`config.mk`:
```
export PLATFORM = sky130hd
export DESIGN_NAME = rtc_access_ctrl
export DESIGN_NICKNAME = d
export VERILOG_FILES = /design/src/rtl/rtc_access_pkg.sv /design/src/rtl/rtc_unlock.sv /design/src/rtl/rtc_window_fsm.sv /design/src/rtl/rtc_time_counter.sv /design/src/rtl/rtc_access_ctrl.sv
export SDC_FILE = /design/constraint.sdc
export NUM_CORES = 1
export LEC_CHECK = 0
export ABC_CLOCK_PERIOD_IN_PS = 7700
export BUFFER_PORTS_ARGS = -buffer_cell sky130_fd_sc_hd__clkbuf_2
export CAP_MARGIN = 20
export CELL_PAD_IN_SITES_DETAIL_PLACEMENT = 2
export CELL_PAD_IN_SITES_GLOBAL_PLACEMENT = 2
export CORE_UTILIZATION = 42
export CTS_CLUSTER_SIZE = 8
export DETAILED_ROUTE_END_ITERATION = 6
export PLACE_DENSITY_LB_ADDON = 0.1
export SLEW_MARGIN = 20
export SYNTH_ARGS = -nofsm -noshare
export SYNTH_HDL_FRONTEND = slang
export SYNTH_SLANG_ARGS = --single-unit
```
`constraint.sdc`:
```
create_clock -name clk -period 7.7 [get_ports clk]
set_input_delay 1.54 -clock clk [delete_from_list [all_inputs] [get_ports clk]]
set_output_delay 1.54 -clock clk [all_outputs]
set_load 0.01 [all_outputs]
```
`src/rtl/rtc_access_pkg.sv`:
```
package rtc_access_pkg;

    typedef enum logic [1:0] {WS_IDLE, WS_READ, WS_WRITE, WS_LOCK} win_state_e;
    typedef enum logic [1:0] {TA_IDLE, TA_ARMED, TA_OPEN} ta_state_e;

    localparam logic [2:0] A_CTRL   = 3'd0;
    localparam logic [2:0] A_UNLOCK = 3'd1;
    localparam logic [2:0] A_SUB    = 3'd2;
    localparam logic [2:0] A_SEC    = 3'd3;
    localparam logic [2:0] A_MIN    = 3'd4;
    localparam logic [2:0] A_HOUR   = 3'd5;
    localparam logic [2:0] A_DAYLO  = 3'd6;
    localparam logic [2:0] A_DAYHI  = 3'd7;

    localparam logic [7:0] KEY_FIRST  = 8'hAA;
    localparam logic [7:0] KEY_SECOND = 8'h55;

    localparam int CB_OSC = 0;
    localparam int CB_WR  = 1;
    localparam int CB_RD  = 2;

    typedef struct packed {
        logic [15:0] day;
        logic [7:0]  hour;
        logic [7:0]  min;
        logic [7:0]  sec;
        logic [7:0]  sub;
    } rtc_time_t;

endpackage

```
`src/rtl/rtc_unlock.sv`:
```
module rtc_unlock
    import rtc_access_pkg::*;
#(
    parameter int OPEN_CYCLES = 3
) (
    input  logic       clk,
    input  logic       rst_n,
    input  logic       key_wr,
    input  logic [7:0] key_data,
    input  logic       consume,
    output logic       ta_ok
);
    localparam int CW = $clog2(OPEN_CYCLES + 1);
    localparam logic [CW-1:0] CNT_LOAD = CW'(OPEN_CYCLES);

    ta_state_e     state_q, state_d;
    logic [CW-1:0] cnt_q;

    always_comb begin
        state_d = state_q;
        unique case (state_q)
            TA_IDLE:  if (key_wr && key_data == KEY_FIRST) state_d = TA_ARMED;
            TA_ARMED: begin
                if (key_wr && key_data == KEY_SECOND)     state_d = TA_OPEN;
                else if (key_wr && key_data == KEY_FIRST) state_d = TA_ARMED;
                else                                      state_d = TA_IDLE;
            end
            TA_OPEN:  if (consume || cnt_q == CW'(1)) state_d = TA_IDLE;
            default:  state_d = TA_IDLE;
        endcase
    end

    always_ff @(posedge clk or negedge rst_n) begin
        if (!rst_n) begin
            state_q <= TA_IDLE;
            cnt_q   <= '0;
        end else begin
            state_q <= state_d;
            if (state_q != TA_OPEN && state_d == TA_OPEN) cnt_q <= CNT_LOAD;
            else if (state_q == TA_OPEN)                  cnt_q <= cnt_q - CW'(1);
        end
    end

    always_comb begin
        ta_ok = (state_q == TA_OPEN);
    end

endmodule

```
`src/rtl/rtc_window_fsm.sv`:
```
module rtc_window_fsm
    import rtc_access_pkg::*;
#(
    parameter int SYNC_CYCLES    = 4,
    parameter int WINDOW_CYCLES  = 1000,
    parameter int TIMEOUT_CYCLES = 1950,
    parameter int LOCKOUT_CYCLES = 4,
    localparam int CW = $clog2(TIMEOUT_CYCLES + 1)
) (
    input  logic          clk,
    input  logic          rst_n,
    input  logic          ctrl_wr,
    input  logic          req_rd,
    input  logic          req_wr,
    input  logic          ta_ok,
    output logic          rd_en,
    output logic          wr_en,
    output logic          rd_valid,
    output logic          wr_valid,
    output logic          wr_close,
    output logic [CW-1:0] win_cnt
);
    localparam logic [CW-1:0] TO_LAST = CW'(TIMEOUT_CYCLES - 1);
    localparam logic [CW-1:0] LK_LAST = CW'(LOCKOUT_CYCLES - 1);
    localparam logic [CW-1:0] SYNC_N  = CW'(SYNC_CYCLES);
    localparam logic [CW-1:0] SPAN_N  = CW'(WINDOW_CYCLES);

    win_state_e    state_q, state_d;
    logic [CW-1:0] cnt_q;
    logic          both, timeout, in_span;

    always_comb begin
        both    = req_rd && req_wr;
        timeout = (cnt_q == TO_LAST);
        state_d = state_q;
        unique case (state_q)
            WS_IDLE: if (ctrl_wr && !both) begin
                if (req_rd)              state_d = WS_READ;
                else if (req_wr && ta_ok) state_d = WS_WRITE;
            end
            WS_READ:  if (timeout || (ctrl_wr && !both && !req_rd)) state_d = WS_LOCK;
            WS_WRITE: if (timeout || (ctrl_wr && ta_ok && !both && !req_wr)) state_d = WS_LOCK;
            WS_LOCK:  if (cnt_q == LK_LAST) state_d = WS_IDLE;
            default:  state_d = WS_IDLE;
        endcase
    end

    always_ff @(posedge clk or negedge rst_n) begin
        if (!rst_n) begin
            state_q <= WS_IDLE;
            cnt_q   <= '0;
        end else begin
            state_q <= state_d;
            if (state_d != state_q || state_d == WS_IDLE) cnt_q <= '0;
            else                                          cnt_q <= cnt_q + CW'(1);
        end
    end

    always_comb begin
        in_span  = (cnt_q >= SYNC_N) && (cnt_q < SPAN_N);
        rd_en    = (state_q == WS_READ);
        wr_en    = (state_q == WS_WRITE);
        rd_valid = rd_en && in_span;
        wr_valid = wr_en && in_span;
        wr_close = wr_en && (state_d == WS_LOCK);
        win_cnt  = cnt_q;
    end

endmodule

```
`src/rtl/rtc_time_counter.sv`:
```
module rtc_time_counter
    import rtc_access_pkg::*;
#(
    parameter int SUBSEC_TICKS = 256,
    parameter int PEND_W       = 11
) (
    input  logic       clk,
    input  logic       por_n,
    input  logic       tick,
    input  logic       osc_en,
    input  logic       freeze,
    input  logic       load_en,
    input  logic [2:0] load_sel,
    input  logic [7:0] load_data,
    input  logic       clr_sub,
    output rtc_time_t  time_o
);
    localparam logic [7:0]        SUB_LAST  = 8'(SUBSEC_TICKS - 1);
    localparam logic [PEND_W-1:0] PEND_FULL = '1;

    rtc_time_t         t_q;
    logic [PEND_W-1:0] pend_q, pend_d;
    logic              tick_v, advance;

    function automatic rtc_time_t step(input rtc_time_t t);
        rtc_time_t n = t;
        if (t.sub != SUB_LAST) n.sub = t.sub + 8'd1;
        else begin
            n.sub = '0;
            if (t.sec != 8'd59) n.sec = t.sec + 8'd1;
            else begin
                n.sec = '0;
                if (t.min != 8'd59) n.min = t.min + 8'd1;
                else begin
                    n.min = '0;
                    if (t.hour != 8'd23) n.hour = t.hour + 8'd1;
                    else begin
                        n.hour = '0;
                        n.day  = t.day + 16'd1;
                    end
                end
            end
        end
        return n;
    endfunction

    always_comb begin
        tick_v  = tick && osc_en;
        advance = osc_en && !freeze && (tick_v || pend_q != '0);
        pend_d  = pend_q;
        if (tick_v && !advance && pend_q != PEND_FULL) pend_d = pend_q + PEND_W'(1);
        else if (!tick_v && advance)                   pend_d = pend_q - PEND_W'(1);
        time_o = t_q;
    end

    always_ff @(posedge clk or negedge por_n) begin
        if (!por_n) begin
            t_q    <= '0;
            pend_q <= '0;
        end else begin
            pend_q <= pend_d;
            if (load_en) begin
                case (load_sel)
                    A_SUB:   t_q.sub       <= load_data;
                    A_SEC:   t_q.sec       <= load_data;
                    A_MIN:   t_q.min       <= load_data;
                    A_HOUR:  t_q.hour      <= load_data;
                    A_DAYLO: t_q.day[7:0]  <= load_data;
                    A_DAYHI: t_q.day[15:8] <= load_data;
                    default: ;
                endcase
            end else if (clr_sub) begin
                t_q.sub <= '0;
            end else if (advance) begin
                t_q <= step(t_q);
            end
        end
    end

endmodule

```
`src/rtl/rtc_access_ctrl.sv`:
```
module rtc_access_ctrl
    import rtc_access_pkg::*;
#(
    parameter int SYNC_CYCLES    = 4,
    parameter int WINDOW_CYCLES  = 1000,
    parameter int TIMEOUT_CYCLES = 1950,
    parameter int LOCKOUT_CYCLES = 4,
    parameter int UNLOCK_CYCLES  = 3,
    parameter int SUBSEC_TICKS   = 256,
    parameter logic [7:0] GARBAGE = 8'hA5
) (
    input  logic       clk,
    input  logic       rst_n,
    input  logic       por_n,
    input  logic       tick_in,
    input  logic       bus_wr,
    input  logic [2:0] bus_addr,
    input  logic [7:0] bus_wdata,
    output logic [7:0] bus_rdata
);
    localparam int WIN_W  = $clog2(TIMEOUT_CYCLES + 1);
    localparam int PEND_W = $clog2(TIMEOUT_CYCLES + 2);

    logic             ctrl_wr, key_wr, ta_ok;
    logic             rd_en, wr_en, rd_valid, wr_valid, wr_close;
    logic             osc_en, time_ld;
    logic [WIN_W-1:0] win_cnt;
    rtc_time_t        cur_time;

    always_comb begin
        ctrl_wr = bus_wr && bus_addr == A_CTRL;
        key_wr  = bus_wr && bus_addr == A_UNLOCK;
        time_ld = bus_wr && wr_valid && bus_addr >= A_SUB;
    end

    rtc_unlock #(.OPEN_CYCLES(UNLOCK_CYCLES)) unlock_i (
        .clk(clk), .rst_n(rst_n), .key_wr(key_wr), .key_data(bus_wdata),
        .consume(ctrl_wr), .ta_ok(ta_ok)
    );

    rtc_window_fsm #(
        .SYNC_CYCLES(SYNC_CYCLES), .WINDOW_CYCLES(WINDOW_CYCLES),
        .TIMEOUT_CYCLES(TIMEOUT_CYCLES), .LOCKOUT_CYCLES(LOCKOUT_CYCLES)
    ) window_i (
        .clk(clk), .rst_n(rst_n), .ctrl_wr(ctrl_wr),
        .req_rd(bus_wdata[CB_RD]), .req_wr(bus_wdata[CB_WR]), .ta_ok(ta_ok),
        .rd_en(rd_en), .wr_en(wr_en), .rd_valid(rd_valid), .wr_valid(wr_valid),
        .wr_close(wr_close), .win_cnt(win_cnt)
    );

    rtc_time_counter #(.SUBSEC_TICKS(SUBSEC_TICKS), .PEND_W(PEND_W)) counter_i (
        .clk(clk), .por_n(por_n), .tick(tick_in), .osc_en(osc_en),
        .freeze(rd_en || wr_en), .load_en(time_ld), .load_sel(bus_addr),
        .load_data(bus_wdata), .clr_sub(wr_close), .time_o(cur_time)
    );

    always_ff @(posedge clk or negedge por_n) begin
        if (!por_n)                 osc_en <= 1'b0;
        else if (ctrl_wr && ta_ok)  osc_en <= bus_wdata[CB_OSC];
    end

    always_comb begin
        bus_rdata = GARBAGE;
        case (bus_addr)
            A_CTRL:   bus_rdata = {5'b0, rd_en, wr_en, osc_en};
            A_UNLOCK: bus_rdata = 8'h00;
            A_SUB:    if (rd_valid) bus_rdata = cur_time.sub;
            A_SEC:    if (rd_valid) bus_rdata = cur_time.sec;
            A_MIN:    if (rd_valid) bus_rdata = cur_time.min;
            A_HOUR:   if (rd_valid) bus_rdata = cur_time.hour;
            A_DAYLO:  if (rd_valid) bus_rdata = cur_time.day[7:0];
            default:  if (rd_valid) bus_rdata = cur_time.day[15:8];
        endcase
    end

endmodule

```
==> results.toml <==
[worst_setup_path]
endpoint_kind = "primary output"
crit_chain = "inv_1 -> ha_1 -> or4b_2 -> or2_2 -> o221ai_1 -> o221ai_1 -> o32a_1 -> clkbuf_2"
reg2reg_depth = 11
required_ps = 6160
r2r_end = "counter_i.pend_q[10]"
crit_path_top_delay_cell = "or4b_2"
regToRegStartpoint = "window_i.state_q[1]"
crit_cells = 8
cpPeakStageDelay_ps = 920
timing.critical_path.mode_cell = "o221ai_1"
cp_top_family = "simple AND/OR/NAND/NOR gates"
ff2ff_setup_slack_ps = 3610
crit_path_start_kind = "flop"
worstPathArrival_ps = 3550
critPathKind = "reg -> out"
worst-path-buf-inv = 2
critPathMaxFanout = 24

[synth]
synth_top_family_by_area = "compound AO/OA/AOI/OAI gates"
synth_nets = 683
ys_seq_area_share_pct = 35.2
synth_ff_type = "dfrtp_1"
synthAdderAreaFrac_pct = 5.17
synth_compound_area_share_pct = 26.8
synth.mux.area_fraction_pct = 2.86
yosys_warnings = 0
postSynthCellCount = 645
avgSynthCellArea_um2 = 8.48
synth_seq_cells = 77
synth-xor-area-share_pct = 3.04
yosys.area_share.simple_pct = 23.6
synth.cell_area_um2 = 5470
synth_edf_count = 0
synth_cell_types = 66
synth-async-reset-ratio_pct = 100

[timing]
hold_viol_final = 0
period_share_pct = 66.1
max_freq_ghz = 0.196
slew_headroom_pct = 40.4
setup_ws_ps = 2610
tightest_slew_ps = 892
setup_viol = 0
fin_skew_ps = 10.6
layout_min_cycle_time_ps = 5090
slew_violations = 0
holdWs_ps = 519
grt_setup_unrepaired = "false"
fin_setup_tns_ps = 0

[detailed_routing]
ant_nets = 0
drc = 0
wire_per_inst_um = 25.2
wl_um = 20900
drt_first_pass_iters = 7
viasPerCell = 6.56
dr.first_iter.drc_count = 345
vias = 5443

[die]
die-height_um = 116
initial_core_util_pct = 43.2
core.rowCount = 41
ios = 24
die_x_um = 116
die_area_um2 = 13500
core_area_um2 = 12700

[placed_design]
hpwl_um = 14200
dp_slack_ps = 2690
portBuffers = 23
dp.cells = 814
place_congestion = 0.830

[clock_tree]
root_buffer = "clkbuf_16"
numCtsBuffers = 9
cts.clk_slew.worst_paths_ps = 60
cts.repair.resized = 0
cts_buffer_depth = 2
cts_tree = "built"
ctsHoldBuffers = 0
cts_sinks = 77
clock_latency_ps = 360
postCtsSetupRepairBufs = 0
htree_num_levels = 3

[power_and_ir_drop]
powerDensity_nw_per_um2 = 263
vdd_drop_max_uv = 142
leakage_nw = 2.49
power_mw = 1.59

[final_layout]
antenna_cells = 0
layout_common_cells = "dfrtp_1 (77), nor2_1 (58), nand2_1 (55), a21oi_1 (48), o21ai_0 (43)"
fin_cells = 830
seq_area_um2 = 1930
mostFrequentLayoutCell = "dfrtp_1"
fin_nets = 691
area_growth_pct = 10.4
drive_gt1_share_pct = 10.6
multiInputGateArea_um2 = 3370
fillers = 1455

[grt]
grt-ovfl-total = 0
grt_first_pass_wirelength_um = 33200
antenna_found_initial = 0
grt_max_degree = 61
grt_pass1_vias = 5693
grtUsageTotal_pct = 33.2

[worst_hold_path]
hold_start = "window_i.win_cnt[0]"
min_to = "window_i.win_cnt[0]"
holdPathStages = 1
hold_class = "reg -> reg"

[run_status]
outcome = "finished clean"

[run]
max-cap-violations = 0
## cells in the mapped netlist (4+ instances only)
master	count	area share [%]
nor4_1	10	1.1
nand4_1	10	1.1
a22oi_1	6	0.82
o211ai_1	8	1.1
inv_1	13	0.89
o21a_1	13	1.8
ha_1	21	4.8
and2_1	5	0.57
o31a_1	4	0.64
buf_2	4	0.37
nor3_1	11	1.0
xnor2_1	10	1.6
nand3b_1	6	0.82
o31ai_1	12	1.6
a221oi_1	4	0.64
a22o_1	12	1.9
nor2b_1	8	0.91
and3_1	22	2.5
xor2_1	9	1.4
clkbuf_1	24	1.6
a21o_1	4	0.55
o221ai_1	5	0.80
a31oi_1	5	0.57
mux2_2	13	2.7
nand2_1	55	3.8
a21oi_1	48	4.4
nor2_1	58	4.0
o22ai_1	9	1.0
o21ai_1	5	0.46
nand3_1	37	3.4
o21ai_0	43	3.9
a211oi_1	4	0.55
dfrtp_1	77	35
a221o_1	4	0.73
nand2b_1	11	1.3
## worst reg2reg max path, stage by stage (launching register included)
cell      delay, ps
dfrtp_1         520
inv_1           210
ha_1            370
nand4_1         580
fa_1            680
a21oi_1         230
o211ai_1        180
o41ai_1         620
nor2b_1         100
nor4_1          220
nor3_1          120
xnor2_1         140
## power breakdown
part	switching (mW)	total [mW]	internal [mW]
registers	0.160	0.654	0.494
logic	0.251	0.450	0.198
clock network	0.182	0.483	0.301
total	0.594	1.59	0.993
## sequential cells by signal, indices dropped and copies added (netlist names)
| name | flops |
|---|---|
| unlock_i.cnt_q | 2 |
| window_i.state_q | 2 |
| counter_i.pend_q | 11 |
| osc_en | 1 |
| counter_i.time_o | 48 |
| unlock_i.state_q | 2 |
| window_i.win_cnt | 11 |
## final cells by class
cell class                 count  share of cell area (%)
multi-input combinational    524                    55.8
clock inverter                 4                    1.16
clock buffer                  12                    4.25
inverter                      13                   0.808
tap                          172                    3.56
timing repair buffer          28                    2.53
sequential                    77                    31.9
## through the flow
step | utilization (%) | instance area (um2)
2_1_floorplan | - | 5470
3_3_place_gp | 45.1 | 5710
3_5_place_dp | 45.1 | 5710
4_1_cts | 47.7 | 6040
5_1_grt | 47.7 | 6040
6_report | 47.7 | 6040
## cell families after synthesis
logic type | Yosys count
XOR/XNOR | 19
flip-flops | 77
AO/OA/AOI/OAI | 216
AND/OR/NAND/NOR | 253
buffers and inverters | 44
adder cells (fa/ha/maj) | 22
multiplexers | 14
## per-layer routing
| layer | track usage (%) | share of wire, % |
|---|---|---|
| met1 | 42.8 | 43 |
| met5 | 0 | 0 |
| met3 | 5.40 | 5.1 |
| met2 | 56.0 | 49 |
| met4 | 12.1 | 2.5 |
## worst max-delay path by stage
stage	startpoint	endpoint
after floorplan	bus_addr[2]	bus_rdata[5]
after global placement	bus_addr[2]	counter_i.time_o[45]
after detailed placement	bus_addr[2]	bus_rdata[1]
after CTS	window_i.state_q[1]	bus_rdata[0]
after global routing	bus_addr[2]	bus_rdata[1]
final	window_i.state_q[1]	bus_rdata[0]
Note: power is estimated with default switching activity, not from simulation.
